==> src/rtl/dma2d_pkg.sv <==
package dma2d_pkg;

  typedef enum logic [1:0] {
    AM_LINEAR    = 2'b00,
    AM_PLANE     = 2'b01,
    AM_FIXED     = 2'b10,
    AM_FIXED_EOB = 2'b11
  } addr_mode_e;

  // Bytes per element for an access-size code.
  function automatic logic [2:0] size_bytes(input logic [1:0] code);
    case (code)
      2'b01:   size_bytes = 3'd1;
      2'b10:   size_bytes = 3'd2;
      default: size_bytes = 3'd4;
    endcase
  endfunction

  // Both fixed-address codes share bit 1.
  function automatic logic mode_is_fixed(input logic [1:0] mode);
    mode_is_fixed = mode[1];
  endfunction

endpackage

==> src/rtl/dma2d_side.sv <==
module dma2d_side
  import dma2d_pkg::*;
#(
  parameter int ADDR_W = 32,
  parameter int GEO_W  = 16
) (
  input  logic              clk,
  input  logic              rst_n,
  input  logic              load,
  input  logic              adv,
  input  logic [ADDR_W-1:0] start_addr,
  input  logic [1:0]        mode_in,
  input  logic [1:0]        size_in,
  input  logic              dec_in,
  input  logic [GEO_W-1:0]  x_len,
  input  logic [GEO_W-1:0]  y_cnt,
  input  logic [GEO_W-1:0]  w_len,
  output logic [ADDR_W-1:0] addr,
  output logic              row_wrap,
  output logic              plane_end
);

  logic [ADDR_W-1:0] addr_q, base_q;
  logic [GEO_W:0]    inrow_q, inrow_nxt;
  logic [GEO_W-1:0]  row_q;
  logic [1:0]        mode_q, size_q;
  logic              dec_q;
  logic [2:0]        step_b;

  assign step_b    = size_bytes(size_q);
  assign inrow_nxt = inrow_q + {{(GEO_W-2){1'b0}}, step_b};
  assign row_wrap  = adv && (mode_q == AM_PLANE) && (inrow_nxt >= {1'b0, x_len});
  assign plane_end = row_wrap && (({1'b0, row_q} + 1'b1) >= {1'b0, y_cnt});
  assign addr      = addr_q;

  always_ff @(posedge clk or negedge rst_n) begin
    if (!rst_n) begin
      addr_q  <= '0;
      base_q  <= '0;
      inrow_q <= '0;
      row_q   <= '0;
      mode_q  <= AM_LINEAR;
      size_q  <= 2'b00;
      dec_q   <= 1'b0;
    end else if (load) begin
      addr_q  <= start_addr;
      base_q  <= start_addr;
      inrow_q <= '0;
      row_q   <= '0;
      mode_q  <= mode_in;
      size_q  <= size_in;
      dec_q   <= dec_in;
    end else if (adv && !mode_is_fixed(mode_q)) begin
      if (mode_q == AM_PLANE) begin
        if (row_wrap) begin
          inrow_q <= '0;
          row_q   <= row_q + 1'b1;
          base_q  <= base_q + {{(ADDR_W-GEO_W){1'b0}}, w_len};
          addr_q  <= base_q + {{(ADDR_W-GEO_W){1'b0}}, w_len};
        end else begin
          inrow_q <= inrow_nxt;
          addr_q  <= addr_q + {{(ADDR_W-3){1'b0}}, step_b};
        end
      end else if (dec_q) begin
        addr_q <= addr_q - {{(ADDR_W-3){1'b0}}, step_b};
      end else begin
        addr_q <= addr_q + {{(ADDR_W-3){1'b0}}, step_b};
      end
    end
  end

  AST_FIXED_HOLD: assert property (@(posedge clk) disable iff (!rst_n)
    (mode_is_fixed(mode_q) && !load) |=> $stable(addr_q));

  AST_LINEAR_UP: assert property (@(posedge clk) disable iff (!rst_n)
    (adv && mode_q == AM_LINEAR && !dec_q) |=> (addr_q - $past(addr_q)) == ADDR_W'($past(step_b)));

  AST_LINEAR_DOWN: assert property (@(posedge clk) disable iff (!rst_n)
    (adv && mode_q == AM_LINEAR && dec_q) |=> ($past(addr_q) - addr_q) == ADDR_W'($past(step_b)));

  AST_ROW_JUMP: assert property (@(posedge clk) disable iff (!rst_n)
    row_wrap |=> (addr_q - $past(base_q)) == ADDR_W'($past(w_len)));

endmodule

==> src/rtl/dma2d_track.sv <==
module dma2d_track
  import dma2d_pkg::*;
#(
  parameter int CNT_W = 24
) (
  input  logic             clk,
  input  logic             rst_n,
  input  logic             load,
  input  logic             step,
  input  logic [CNT_W-1:0] count,
  input  logic [1:0]       src_size,
  input  logic             end_src,
  input  logic             end_dst,
  output logic             adv,
  output logic             busy,
  output logic             done
);

  logic [CNT_W:0]   moved_q, moved_nxt;
  logic [CNT_W-1:0] count_q;
  logic [1:0]       size_q;
  logic             busy_q, done_q, finish;

  assign adv       = step && busy_q && !load;
  assign moved_nxt = moved_q + {{(CNT_W-2){1'b0}}, size_bytes(size_q)};
  assign finish    = adv && ((moved_nxt >= {1'b0, count_q}) || end_src || end_dst);
  assign busy      = busy_q;
  assign done      = done_q;

  always_ff @(posedge clk or negedge rst_n) begin
    if (!rst_n) begin
      moved_q <= '0;
      count_q <= '0;
      size_q  <= 2'b00;
      busy_q  <= 1'b0;
      done_q  <= 1'b0;
    end else begin
      done_q <= finish;
      if (load) begin
        moved_q <= '0;
        count_q <= count;
        size_q  <= src_size;
        busy_q  <= (count != '0);
      end else if (adv) begin
        moved_q <= moved_nxt;
        if (finish) busy_q <= 1'b0;
      end
    end
  end

  AST_DONE_SINGLE: assert property (@(posedge clk) disable iff (!rst_n)
    done_q |=> !done_q);

  AST_DONE_IDLE: assert property (@(posedge clk) disable iff (!rst_n)
    done_q |-> !busy_q);

  AST_BUSY_BOUND: assert property (@(posedge clk) disable iff (!rst_n)
    busy_q |-> (moved_q < {1'b0, count_q}));

endmodule

==> src/rtl/dma2d_addr_gen.sv <==
module dma2d_addr_gen
  import dma2d_pkg::*;
#(
  parameter int ADDR_W = 32,
  parameter int CNT_W  = 24,
  parameter int GEO_W  = 16
) (
  input  logic              clk,
  input  logic              rst_n,
  input  logic              start,
  input  logic              step,
  input  logic [ADDR_W-1:0] src_start,
  input  logic [ADDR_W-1:0] dst_start,
  input  logic [1:0]        src_mode,
  input  logic [1:0]        dst_mode,
  input  logic [1:0]        src_size,
  input  logic [1:0]        dst_size,
  input  logic              dec,
  input  logic              slot_sel,
  input  logic [CNT_W-1:0]  count,
  input  logic [GEO_W-1:0]  a_xsize,
  input  logic [GEO_W-1:0]  a_ysize,
  input  logic [GEO_W-1:0]  a_wsize,
  input  logic [GEO_W-1:0]  b_xsize,
  input  logic [GEO_W-1:0]  b_ysize,
  input  logic [GEO_W-1:0]  b_wsize,
  output logic [ADDR_W-1:0] src_addr,
  output logic [ADDR_W-1:0] dst_addr,
  output logic              busy,
  output logic              done
);

  logic [GEO_W-1:0] geo_x, geo_y, geo_w;
  logic             adv;
  logic             src_wrap, dst_wrap, src_end, dst_end;

  // Geometry captured from the selected slot at start.
  always_ff @(posedge clk or negedge rst_n) begin
    if (!rst_n) begin
      geo_x <= '0;
      geo_y <= '0;
      geo_w <= '0;
    end else if (start) begin
      geo_x <= slot_sel ? b_xsize : a_xsize;
      geo_y <= slot_sel ? b_ysize : a_ysize;
      geo_w <= slot_sel ? b_wsize : a_wsize;
    end
  end

  dma2d_track #(.CNT_W(CNT_W)) u_track (
    .clk      (clk),
    .rst_n    (rst_n),
    .load     (start),
    .step     (step),
    .count    (count),
    .src_size (src_size),
    .end_src  (src_end),
    .end_dst  (dst_end),
    .adv      (adv),
    .busy     (busy),
    .done     (done)
  );

  dma2d_side #(.ADDR_W(ADDR_W), .GEO_W(GEO_W)) u_src (
    .clk        (clk),
    .rst_n      (rst_n),
    .load       (start),
    .adv        (adv),
    .start_addr (src_start),
    .mode_in    (src_mode),
    .size_in    (src_size),
    .dec_in     (dec),
    .x_len      (geo_x),
    .y_cnt      (geo_y),
    .w_len      (geo_w),
    .addr       (src_addr),
    .row_wrap   (src_wrap),
    .plane_end  (src_end)
  );

  dma2d_side #(.ADDR_W(ADDR_W), .GEO_W(GEO_W)) u_dst (
    .clk        (clk),
    .rst_n      (rst_n),
    .load       (start),
    .adv        (adv),
    .start_addr (dst_start),
    .mode_in    (dst_mode),
    .size_in    (dst_size),
    .dec_in     (dec),
    .x_len      (geo_x),
    .y_cnt      (geo_y),
    .w_len      (geo_w),
    .addr       (dst_addr),
    .row_wrap   (dst_wrap),
    .plane_end  (dst_end)
  );

  AST_IDLE_STILL: assert property (@(posedge clk) disable iff (!rst_n)
    (!busy && !start) |=> ($stable(src_addr) && $stable(dst_addr)));

  AST_START_LOAD: assert property (@(posedge clk) disable iff (!rst_n)
    start |=> (src_addr == $past(src_start) && dst_addr == $past(dst_start)));

  AST_WRAP_NEEDS_ADV: assert property (@(posedge clk) disable iff (!rst_n)
    (src_wrap || dst_wrap) |-> busy);

endmodule

==> config.mk <==
export PLATFORM = sky130hd
export DESIGN_NAME = dma2d_addr_gen
export DESIGN_NICKNAME = d
export VERILOG_FILES = /design/src/rtl/dma2d_pkg.sv /design/src/rtl/dma2d_side.sv /design/src/rtl/dma2d_track.sv /design/src/rtl/dma2d_addr_gen.sv
export SDC_FILE = /design/constraint.sdc
export NUM_CORES = 1
export LEC_CHECK = 0
export ABC_AREA = 1
export ABC_CLOCK_PERIOD_IN_PS = 5100
export BUFFER_PORTS_ARGS = -buffer_cell sky130_fd_sc_hd__buf_2
export CAP_MARGIN = 10
export CORE_UTILIZATION = 38
export DETAILED_ROUTE_END_ITERATION = 10
export PLACE_DENSITY = 0.56
export REMOVE_ABC_BUFFERS = 1
export SLEW_MARGIN = 15
export SYNTH_ARGS = -nofsm -noshare
export SYNTH_HDL_FRONTEND = slang
export SYNTH_HIERARCHICAL = 1
export SYNTH_SLANG_ARGS = --single-unit
==> constraint.sdc <==
create_clock -name clk -period 5.1 [get_ports clk]
set_input_delay 0.765 -clock clk [delete_from_list [all_inputs] [get_ports clk]]
set_output_delay 0.765 -clock clk [all_outputs]
set_load 0.02 [all_outputs]
# After elaboration in Yosys (flattened, before gate mapping)
# Index checks and enable logic that the tools add are counted.
# Widths: inputs -> output; s select.
# totals
register_bits	302
in_bits	198
wordCells	118
# op_classes
add_sub_neg	13
order_cmp	5
n_eq_ne	6
muxes	44
n_reduce_logical	30
# ops
cell	n
$mux 32	18
$mux 16	11
$mux 17	8
$ge 17x16->1	4
$add 32x16->32	2
$add 32x3->32	2
$sub 32x3->32	2
$mux 25	2
$add 16x1->17 const B	2
$add 17x3->17	2
$add 16x1->16 const B	2
$add 25x3->25	1
$ge 25x24->1	1
$reduce_bool 24->1	1
$reduce_bool 2->1	8
$pmux 3 s2	2
$logic_and 1x1->1	11
$eq 2x1->1 const B	4
$reduce_and 2->1	3
$reduce_and 3->1	2
$eq 2x2->1 const B	2
$logic_not 1->1	3
$mux 1	3
$logic_or 1x1->1	2

# Depth between registers and ports, before layout
# Gate-level depths: netlist (run 1).
# depth
depth_word	12
mapped_depth	34

# Hierarchy
# The synthesis (run 1) kept the hierarchy.
# modules_own_cells
module	instances	cells_each	area_each_um2	seq_area_each_um2
dma2d_side (u_src)	1	1523	9760.6	2552.4
dma2d_side (u_dst)	1	1425	9317.7	2552.4
dma2d_track	1	432	3329.4	1326.3
dma2d_addr_gen	1	406	2631.3	1201.2

# Worst setup path after synthesis (run 1)
# OpenSTA, ideal clock, no wires.
# synth_timing
path_type	register -> register
startpoint	register u_src.size_q[1]
endpoint	register u_track.busy_q (netlist: u_track/busy)
arrival_time_ps	3907
required_ps	4980
setup_slack_ps	1073
path_stages_with_launch	34
cell_sequence	dfrtp_1 -> inv_1 -> ha_1 -> ha_1 -> inv_1 -> fa_1 -> inv_1 -> nand2_1 -> a21oi_2 -> nand3_1 -> nor2_1 -> nand2_1 -> nor2_1 -> xor2_1 -> inv_1 -> ha_1 -> inv_1 -> nor4_1 -> nand2_1 -> nand2_1 -> nand2_1 -> nand2_1 -> nand2_1 -> nand3_2 -> nand2_4 -> buf_2 -> a41oi_1 -> nor3_1 -> nand2_1 -> nor2_1 -> nand2_1 -> nand2_1 -> nand2_1 -> nand2_1
# synth_between
elab_chain_cells	11
# synth_rtl
item	line	source
start, declared	dma2d_side.sv:26	logic [1:0] mode_q, size_q;
start signal, assigned	dma2d_side.sv:51	size_q <= size_in;
$eq 2x2->1 / $eq 2x1->1 (equally long branches)	dma2d_pkg.sv:12	case (code)
$pmux 3 s2 *	dma2d_pkg.sv:12	
$add 17x3->17 *	dma2d_side.sv:31	assign inrow_nxt = inrow_q + {{(GEO_W-2){1'b0}}, step_b};
$ge 17x16->1 *	dma2d_side.sv:32	assign row_wrap = adv && (mode_q == AM_PLANE) && (inrow_nxt >= {1'b0, x_len});
$logic_and 1x1->1 *	dma2d_side.sv:32	
$logic_and 1x1->1 *	dma2d_side.sv:33	assign plane_end = row_wrap && (({1'b0, row_q} + 1'b1) >= {1'b0, y_cnt});
via src_end	dma2d_addr_gen.sv:35	logic src_wrap, dst_wrap, src_end, dst_end;
$logic_or 1x1->1 * (2 in series)	dma2d_track.sv:26	assign finish = adv && ((moved_nxt >= {1'b0, count_q}) || end_src || end_dst);
$logic_and 1x1->1 *	dma2d_track.sv:26	
$reduce_bool 2->1 (no line) *	--	
$reduce_and 2->1 (no line) *	--	
end signal, assigned	dma2d_track.sv:43	busy_q <= (count != '0);
end, declared	dma2d_track.sv:22	logic busy_q, done_q, finish;
# The timed path passes the listed nets; every way through them passes the cells marked *.
# A chain may end at the register's enable or synchronous reset.

# Final worst setup path (run 1)
# layout_timing
startpoint	register u_dst.size_q[0]
endpoint	register u_dst.inrow_q[2]
# layout_between
elab_chain_cells	9
# layout_rtl
item	line	source
start, declared	dma2d_side.sv:26	
start signal, assigned	dma2d_side.sv:51	
$eq 2x2->1 / $eq 2x1->1 (equally long branches)	dma2d_pkg.sv:12	
$pmux 3 s2 *	dma2d_pkg.sv:12	
$add 17x3->17 *	dma2d_side.sv:31	
$ge 17x16->1	dma2d_side.sv:32	
$logic_and 1x1->1	dma2d_side.sv:32	
$mux 17 *	dma2d_side.sv:55	if (row_wrap) begin
$mux 17 *	dma2d_side.sv:54	if (mode_q == AM_PLANE) begin
$mux 17 *	dma2d_side.sv:53	end else if (adv && !mode_is_fixed(mode_q)) begin
$mux 17 *	dma2d_side.sv:45	end else if (load) begin
end signal, assigned	dma2d_side.sv:61	inrow_q <= inrow_nxt;
end, declared	dma2d_side.sv:24	logic [GEO_W:0] inrow_q, inrow_nxt;
# Mark *: on every way between the ends. The rest lies on a longest branch, timed or not. The select of a mux whose other input is x is not followed.

==> out/summary.txt, run 1 <==
CLOCK NETWORK
----------------------------------------------------------------------------------
Num CTS Buffers .....................................................           41
Sink Count ..........................................................          305
Number of H-tree levels .............................................            2
Number of setup buffers added after CTS .............................            0
Worst-Skew Late Latency .............................................      0.58 ns
Root buffer selected by CTS ......................................... sky130_fd_sc_hd__clkbuf_16
Post-cts repair resize count ........................................            0
TritonCTS clock tree ................................................          yes
Clock transition at the registers of the reported paths .............      0.06 ns
Deepest clock path buffer count .....................................            3
Number of hold buffers added after cts ..............................            0

SYNTHESIS
----------------------------------------------------------------------------------
Library cell occupying the most area in the post-synthesis netlist .. sky130_fd_sc_hd__dfrtp_1
EDFF count, synth ...................................................            0
Mapped cell area ....................................................  25000 sq um
Number of synthesized register bits .................................          305
Count leader, synth ................................................. sky130_fd_sc_hd__nand2_1
Syn Inst Count ......................................................         3786
Leading post-synthesis cells by instance count ...................... sky130_fd_sc_hd__nand2_1, sky130_fd_sc_hd__inv_1, sky130_fd_sc_hd__nor2_1, sky130_fd_sc_hd__dfrtp_1, sky130_fd_sc_hd__nand3_1
Yosys warning count .................................................            6
Share of synthesized area occupied by flip-flops and latches ........        0.305
Post-Synthesis Mean Instance Area ...................................   6.61 sq um
Fraction of registers with async set/reset ..........................         1.00
Top-area cell type share of the netlist area ........................        0.305
Number of different library cells in the post-synthesis netlist .....           60
Leading cell types by total area after synthesis .................... sky130_fd_sc_hd__dfrtp_1, sky130_fd_sc_hd__nand2_1, sky130_fd_sc_hd__inv_1
Ys flop type ........................................................ sky130_fd_sc_hd__dfrtp_1

DIE
----------------------------------------------------------------------------------
Starting utilization of the core area ...............................        0.386
Chip Height .........................................................  259 microns
Cell row count ......................................................           93
Die X ...............................................................  259 microns
Core outline area ...................................................  64800 sq um
Die Footprint .......................................................  66900 sq um
I/O pin total .......................................................          264

GLOBAL ROUTE
----------------------------------------------------------------------------------
Initial antenna violation count .....................................            2
GR Overflow Total ...................................................            0
Overall track demand over capacity in global routing ................        0.248
Largest net degree at the start of global routing ...................          113
Number of global-route vias before repair ...........................        23500
Wire length of the first global-routing pass ........................ 132000 microns

STA
----------------------------------------------------------------------------------
Min Tclk post-route .................................................      4.57 ns
Worst clock skew on the final layout ................................    0.0156 ns
Peak clock frequency supported by timing ............................      219 MHz
Number of pins with negative max-slew slack in the final report .....            0
Number of failing hold endpoints at the final stage .................            0
Worst-margin pin slew ...............................................      1.12 ns
Relative slew slack .................................................        0.253
Sum of negative setup slack .........................................         0 ns
RSZ-0062 raised after global routing ................................          yes
Final clock period utilization by the worst path ....................        0.896
Worst path setup slack after routing ................................     0.533 ns
Setup violators final ...............................................            0

SETUP PATH
----------------------------------------------------------------------------------
Critical path class ................................................. flip-flop to flip-flop
WP data required ....................................................      5.58 ns
Worst setup EP type .................................................    flip-flop
Crit path max fanout ................................................           31
Arr. time, crit path ................................................      5.05 ns
FF-to-FF setup slack ................................................      0.53 ns
Destination of the worst register-to-register timing path ........... u_dst/inrow_q[2]$_DFFE_PN0P_
Startpoint types ....................................................    flip-flop
Crit Reg-Reg Startpoint ............................................. u_dst/size_q[0]$_DFFE_PN0P_
R2r worst-path depth ................................................           27

CELLS AND AREA
----------------------------------------------------------------------------------
Non-Filler Cell Area, Final .........................................  28500 sq um
Diode insertion count for antenna repair ............................            0
Synth-to-Final Area Change ..........................................        13.7%
Share of final-layout standard cells stronger than drive strength 1 .        0.106
Net count, final ....................................................         4333

POWER AND IR DROP
----------------------------------------------------------------------------------
Pwr Density .........................................................  318 nW/um^2
Overall power of the completed layout ...............................      9050 uW
Max IR drop VDD .....................................................       214 uV
Static leakage power ................................................    0.0150 uW

STATUS
----------------------------------------------------------------------------------
Result of the run ................................................... finished clean

DETAILED ROUTING
----------------------------------------------------------------------------------
Via density per instance ............................................         5.13
Wire length after detailed routing .................................. 83500 microns
Antenna-violating nets left .........................................            0
DR DRC count ........................................................            0
Pre-antenna DRT Iters ...............................................            6
Vias ................................................................        25000
Per-cell routed wire length ......................................... 17.2 microns
Iteration-0 DRC count of the detailed router ........................         2171

PLACE
----------------------------------------------------------------------------------
Total placed instance area ..........................................  27100 sq um
Post-DP HPWL ........................................................ 62300 microns
Total of buffers placed on input and output ports ...................          263
Post-Place Worst Slack ..............................................     0.431 ns
Routability congestion estimate from global placement ...............        0.943

HOLD PATH
----------------------------------------------------------------------------------
Hold WC Path Type ................................................... primary input to asynchronous set/reset pin

FLOW RUN
----------------------------------------------------------------------------------
Max-cap check violation count .......................................            0

==> placed cells by master, fill, tap and decap left out, types with 71 or more instances in the layout <==
cell / instances
sky130_fd_sc_hd__nand2_1: 1012
sky130_fd_sc_hd__inv_1: 603
sky130_fd_sc_hd__nor2_1: 318
sky130_fd_sc_hd__dfrtp_1: 305
sky130_fd_sc_hd__nand3_1: 270
sky130_fd_sc_hd__buf_2: 261
sky130_fd_sc_hd__a21oi_1: 220
sky130_fd_sc_hd__o21ai_0: 163
sky130_fd_sc_hd__ha_1: 145
sky130_fd_sc_hd__xor2_1: 141
sky130_fd_sc_hd__nor3_1: 71
==> worst max-delay path: stages, from the launching register on <==
cell                      delay (ns)
sky130_fd_sc_hd__dfrtp_1        0.38
sky130_fd_sc_hd__inv_1          0.08
sky130_fd_sc_hd__ha_1           0.26
sky130_fd_sc_hd__inv_1          0.14
sky130_fd_sc_hd__fa_1           0.41
sky130_fd_sc_hd__inv_1          0.07
sky130_fd_sc_hd__nand2_1        0.07
sky130_fd_sc_hd__a21oi_2        0.22
sky130_fd_sc_hd__nand3_1        0.15
sky130_fd_sc_hd__nor2_1         0.17
sky130_fd_sc_hd__nand3_1        0.16
sky130_fd_sc_hd__nor2_1         0.15
sky130_fd_sc_hd__nand2_1        0.06
sky130_fd_sc_hd__nand2_1        0.08
sky130_fd_sc_hd__inv_1          0.05
sky130_fd_sc_hd__ha_1           0.30
sky130_fd_sc_hd__a21oi_1        0.17
sky130_fd_sc_hd__o31a_1         0.16
sky130_fd_sc_hd__nand2_1        0.05
sky130_fd_sc_hd__nand2_1        0.05
sky130_fd_sc_hd__nand2_1        0.04
sky130_fd_sc_hd__nand2_1        0.07
sky130_fd_sc_hd__nand3_2        0.16
sky130_fd_sc_hd__nand2_4        0.16
sky130_fd_sc_hd__nand2_8        0.16
sky130_fd_sc_hd__inv_2          0.11
sky130_fd_sc_hd__nand2_1        0.30
sky130_fd_sc_hd__o21ai_0        0.29
==> flip-flops by register name (all words and copies together), names as in the netlist <==
name	count
geo_y	16
u_dst/size_q	2
u_src/size_q	2
u_track/done	1
u_track/busy	1
u_dst/base_q	32
u_src/row_q	16
u_dst/addr	32
u_src/base_q	32
u_dst/inrow_q	17
u_track/count_q	24
u_track/size_q	2
u_track/moved_q	25
u_dst/dec_q	1
u_src/mode_q	2
u_dst/mode_q	2
u_dst/row_q	16
u_src/dec_q	1
geo_x	16
geo_w	16
u_src/addr	32
u_src/inrow_q	17
==> layout make-up <==
cell class                      count  area [sq um]
Fill cell                        6939         36300
Multi-Input combinational cell   2719         14500
Sequential cell                   305          7630
Inverter                          618          2320
Timing Repair Buffer              296          1630
Clock buffer                       53          1140
Tap cell                          855          1070
Clock inverter                     20           219
==> cell families (layout without fill, tap and decap cells) <==
family,count (synthesis),in the layout,share of synthesized area
and+or+nand+nor,1825,1825,0.310
buffers and inverters,762,987,0.118
AOI/OAI and AO/OA,586,586,0.133
DFF,305,305,0.305
adders and majority gates,154,154,0.0797
xor gates and xnor gates,153,153,0.0535
muxes,1,1,0.000450
==> worst max-delay path by stage <==
stage	depth (start not counted)	slack (ns)	endpoint	from
after floorplan	27	0.44	u_src/inrow_q[0]$_DFFE_PN0P_	u_src/size_q[1]$_DFFE_PN0P_
after global placement	29	0.56	u_dst/inrow_q[15]$_DFFE_PN0P_	u_dst/size_q[1]$_DFFE_PN0P_
after detailed placement	29	0.43	u_dst/addr[19]$_DFFE_PN0P_	u_dst/size_q[0]$_DFFE_PN0P_
after CTS	29	0.42	u_dst/addr[19]$_DFFE_PN0P_	u_dst/size_q[0]$_DFFE_PN0P_
after global routing	27	-0.04	u_dst/row_q[5]$_DFFE_PN0P_	u_dst/size_q[0]$_DFFE_PN0P_
final	27	0.53	u_dst/inrow_q[2]$_DFFE_PN0P_	u_dst/size_q[0]$_DFFE_PN0P_
==> power breakdown <==
part / switching, uW / leakage (uW) / total [uW] / internal (uW)
clock: 1220 / 0.000663 / 2960 / 1740
combinational: 2010 / 0.0106 / 3000 / 998
sequential: 400 / 0.00377 / 3090 / 2690
==> layer usage <==
layer | part of all wire | track usage
met1 | 0.48 | 0.355
met2 | 0.45 | 0.393
met3 | 0.055 | 0.0324
met4 | 0.022 | 0.0643
met5 | 0.00032 | 0
==> through the flow <==
stage / std cells / util / hold slack [ns]
finish: 4866 / 0.439 / 0.242
global route: 4866 / 0.439 / 0.292
CTS: 4866 / 0.439 / 0.249
detailed placement: 4793 / 0.418 / 0.485
global placement: 4793 / 0.418 / 0.485
floorplan: 3642 / - / 0.459
Power figures use the tool's default switching activity.
==> run 2: changes to the inputs <==
--- a/config.mk
+++ b/config.mk
@@ -5,7 +5,6 @@
 export SDC_FILE = /design/constraint.sdc
 export NUM_CORES = 1
 export LEC_CHECK = 0
-export ABC_AREA = 1
 export ABC_CLOCK_PERIOD_IN_PS = 5100
 export BUFFER_PORTS_ARGS = -buffer_cell sky130_fd_sc_hd__buf_2
 export CAP_MARGIN = 10
==> run 2 against run 1 <==
  * Clock-buffer cell count is 10 higher
  * Synthesized cell count is 23% lower
  * Sequential cell count stayed put
  * Design area is 3.5% lower
  * Total power is 12% lower
  * Largest power group is now clock
  * Fmax is 5.5% lower
  * Clock power is 2% higher
  * Critical path depth is 6 lower
==> out/summary.txt, run 2 <==
SETUP PATH
-------------------------------------------------------------------------------------
FF-to-FF setup slack ...................................................      0.27 ns   -0.26 ns
Worst setup EP type ....................................................    flip-flop
CP cell instances ...................................................... inv_1, ha_1, ha_1, inv_1, fa_1, o21bai_1, a211oi_2, buf_4, and3_1, xor2_1, ha_1, and4_1, nand2_1, o41ai_1, or4b_4, o21ai_4, a21oi_1, nor3_1, o21ai_0, a211oi_1, a41o_1
Crit path max fanout ...................................................            5   -84%
Critical path's slowest cell ........................................... sky130_fd_sc_hd__or4b_4
Critical path class .................................................... flip-flop to flip-flop
Cell repeated most along the worst path ................................ sky130_fd_sc_hd__ha_1
Delay of the slowest critical-path stage ...............................      0.55 ns   +0.14 ns
WP data required .......................................................      5.60 ns   +0.02 ns
Startpoint types .......................................................    flip-flop
Arr. time, crit path ...................................................      5.33 ns   +0.28 ns

DIE
-------------------------------------------------------------------------------------
Core outline area ......................................................  63000 sq um   -2.9%
Die X ..................................................................  254 microns   -1.7%
Cell row count .........................................................           92   -1.1%
I/O pin total ..........................................................          264   unchanged
Starting utilization of the core area ..................................        0.384   -0.00239
Chip Height ............................................................  254 microns   -1.7%
Die Footprint ..........................................................  64600 sq um   -3.4%

CELLS AND AREA
-------------------------------------------------------------------------------------
Non-Filler Cell Area, Final ............................................  27500 sq um   -3.5%
Filler cell count ......................................................         6310   -9.1%
Flip-flop and latch area ...............................................   7630 sq um   unchanged
Share of final-layout standard cells stronger than drive strength 1 ....        0.150   +0.0444
Most frequent standard cell in the layout excluding fill and tap cells . sky130_fd_sc_hd__dfrtp_1
Top library cells by usage in the layout, fill and taps aside .......... sky130_fd_sc_hd__dfrtp_1, sky130_fd_sc_hd__nor2_1, sky130_fd_sc_hd__buf_2
Net count, final .......................................................         3419   -21%
Synth-to-Final Area Change .............................................        13.7%   about the same
Area occupied by multi-input gates .....................................  15100 sq um   +4.2%

SYNTHESIS
-------------------------------------------------------------------------------------
Mapped cell area .......................................................  24200 sq um   -3.5%
Ys flop type ........................................................... sky130_fd_sc_hd__dfrtp_1
Syn Inst Count .........................................................         2900   -23%
Top-area cell type share of the netlist area ...........................        0.316   +0.0109
Number of synthesized register bits ....................................          305   unchanged
EDFF count, synth ......................................................            0   unchanged
Post-Synthesis Mean Instance Area ......................................   8.34 sq um   +26%
Fraction of registers with async set/reset .............................         1.00   unchanged
Leading cell types by total area after synthesis ....................... sky130_fd_sc_hd__dfrtp_1, sky130_fd_sc_hd__ha_1, sky130_fd_sc_hd__xnor2_1
Leading post-synthesis cells by instance count ......................... sky130_fd_sc_hd__dfrtp_1, sky130_fd_sc_hd__nor2_1, sky130_fd_sc_hd__nand2_1, sky130_fd_sc_hd__a21oi_1, sky130_fd_sc_hd__o21ai_0
Count leader, synth .................................................... sky130_fd_sc_hd__dfrtp_1
Number of different library cells in the post-synthesis netlist ........          111   +85%
Yosys warning count ....................................................            6   unchanged
Share of synthesized area occupied by flip-flops and latches ...........        0.316   +0.0109
Library cell occupying the most area in the post-synthesis netlist ..... sky130_fd_sc_hd__dfrtp_1

CLOCK NETWORK
-------------------------------------------------------------------------------------
Num CTS Buffers ........................................................           41   unchanged
Sink Count .............................................................          305   unchanged
Number of H-tree levels ................................................            2   unchanged
Clock transition at the registers of the reported paths ................      0.06 ns   about the same
Root buffer selected by CTS ............................................ sky130_fd_sc_hd__clkbuf_16
TritonCTS clock tree ...................................................          yes
Worst-Skew Late Latency ................................................      0.59 ns   about the same
Deepest clock path buffer count ........................................            3   unchanged
Number of hold buffers added after cts .................................            0   unchanged

DETAILED ROUTING
-------------------------------------------------------------------------------------
DR DRC count ...........................................................            0   unchanged
Wire length after detailed routing ..................................... 79800 microns   -4.4%
Per-cell routed wire length ............................................ 20.2 microns   +18%
Highest routed layer ...................................................         met4
Routed met2 length ..................................................... 36400 microns   -2.4%
Iteration-0 DRC count of the detailed router ...........................         1715   -21%
Antenna-violating nets left ............................................            0   unchanged
Pre-antenna DRT Iters ..................................................            5   -1
Via density per instance ...............................................         5.68   +11%
Vias ...................................................................        22400   -10%
Detailed-route wire length on metal 1 .................................. 35200 microns   -11%
Detail Route met3 WL ................................................... 5450 microns   +19%

GLOBAL ROUTE
-------------------------------------------------------------------------------------
Initial antenna violation count ........................................            2   unchanged
Number of global-route vias before repair ..............................        22000   -6.5%
Overall track demand over capacity in global routing ...................        0.243   -0.00552
Wire length of the first global-routing pass ........................... 124000 microns   -6.4%
GR Overflow Total ......................................................            0   unchanged
Largest net degree at the start of global routing ......................          114   +0.88%

STA
-------------------------------------------------------------------------------------
Worst path setup slack after routing ...................................     0.269 ns   -0.264 ns
Number of pins with negative max-slew slack in the final report ........            0   unchanged
Worst clock skew on the final layout ...................................    0.0359 ns   +0.0203 ns
Sum of negative setup slack ............................................         0 ns   unchanged
Worst-margin pin slew ..................................................      1.09 ns   -0.0312 ns
Relative slew slack ....................................................        0.272   +0.0192
RSZ-0062 raised after global routing ...................................           no
Worst-case hold slack ..................................................     0.203 ns   -0.0388 ns
Final clock period utilization by the worst path .......................        0.947   +0.0517
Setup violators final ..................................................            0   unchanged
Peak clock frequency supported by timing ...............................      207 MHz   -5.5%
Number of failing hold endpoints at the final stage ....................            0   unchanged
Min Tclk post-route ....................................................      4.83 ns   +0.264 ns

PLACE
-------------------------------------------------------------------------------------
Total placed instance area .............................................  26000 sq um   -4.0%
Routability congestion estimate from global placement ..................        0.913   -3.2%
Post-DP HPWL ........................................................... 57900 microns   -7.0%
Total of buffers placed on input and output ports ......................          263   unchanged
Post-Place Worst Slack .................................................     0.132 ns   -0.299 ns

STATUS
-------------------------------------------------------------------------------------
Result of the run ...................................................... finished clean

FLOW RUN
-------------------------------------------------------------------------------------
Max-cap check violation count ..........................................            0   unchanged

POWER AND IR DROP
-------------------------------------------------------------------------------------
Max IR drop VDD ........................................................       206 uV   -3.8%
Static leakage power ...................................................    0.0121 uW   -20%
Pwr Density ............................................................  289 nW/um^2   -9.0%

HOLD PATH
-------------------------------------------------------------------------------------
Hold WC Path Type ...................................................... primary input to asynchronous set/reset pin

[run 2: cell types whose count changed after synthesis, moves of 37 or more]
cell | previous run | this run
sky130_fd_sc_hd__inv_1 | 604 | 146
sky130_fd_sc_hd__xnor2_1 | 12 | 145
sky130_fd_sc_hd__nand3_1 | 270 | 89
sky130_fd_sc_hd__and3_1 | 0 | 37
sky130_fd_sc_hd__mux2i_1 | 0 | 62
sky130_fd_sc_hd__nand2_1 | 1013 | 254
[run 2: kinds of logic after synthesis]
| logic type | Yosys count | share of synthesized area |
|---|---|---|
| AOI/OAI and AO/OA | 755 | 0.201 |
| adders and majority gates | 154 | 0.0825 |
| and+or+nand+nor | 1003 | 0.206 |
| DFF | 305 | 0.316 |
| buffers and inverters | 334 | 0.0640 |
| muxes | 75 | 0.0317 |
| xor gates and xnor gates | 274 | 0.0993 |
[run 2: through the flow]
stage                     total power (uW)  cells   util
after floorplan                       4160   2717      -
after global placement                4910   3867  0.413
after detailed placement              4950   3867  0.413
after CTS                             8000   3942  0.435
after global routing                  8360   3946  0.436
final                                 7950   3947  0.436
[run 2: area by class of cell]
type                            instances  share of cell area
Timing Repair Buffer                  307              0.0643
Clock inverter                         12             0.00437
Inverter                              151              0.0206
Antenna cell                            2            0.000182
Sequential cell                       305               0.278
Clock buffer                           63              0.0463
Tap cell                              846              0.0385
Multi-Input combinational cell       2261               0.548
[run 2: worst max-delay path, delay by kind of cell, from the launching register on]
family	cells	cell delay [ns]
buffers and inverters	3	0.29
AOI/OAI and AO/OA	8	1.64
xor gates and xnor gates	1	0.20
adders and majority gates	4	1.07
DFF	1	0.38
and+or+nand+nor	5	1.19
[run 2: what timing repair did]
action,in CTS,in global routing
buffers inserted,0,2
endpoints found under the hold margin,0,0
gates resized for setup,0,12
setup endpoints to repair,0,99
[run 2: final timing paths]
path	from	to	cells past startpoint
hold reg to reg	u_dst/base_q[8]$_DFFE_PN0P_	u_dst/base_q[8]$_DFFE_PN0P_	1
max in group asynchronous	rst_n	u_dst/base_q[16]$_DFFE_PN0P_	2
setup / recovery	u_src/size_q[1]$_DFFE_PN0P_	u_track/busy$_DFFE_PN0P_	21
setup reg to reg	u_src/size_q[1]$_DFFE_PN0P_	u_track/busy$_DFFE_PN0P_	21
hold / removal	rst_n	u_track/moved_q[5]$_DFFE_PN0P_	1
min in group clk	src_start[13]	u_src/base_q[13]$_DFFE_PN0P_	3
[run 2: where the power goes]
part           switching [uW]  leakage, uW  internal [uW]
sequential                319      0.00373           2610
clock                    1190     0.000690           1820
combinational            1240      0.00767            769
total                    2750       0.0121           5200
[run 2: metal layers]
metal,track usage,vias up
met4,0.0876,0
met3,0.0471,154
met2,0.385,758
met1,0.327,10800
li1,-,10700
met5,0,-
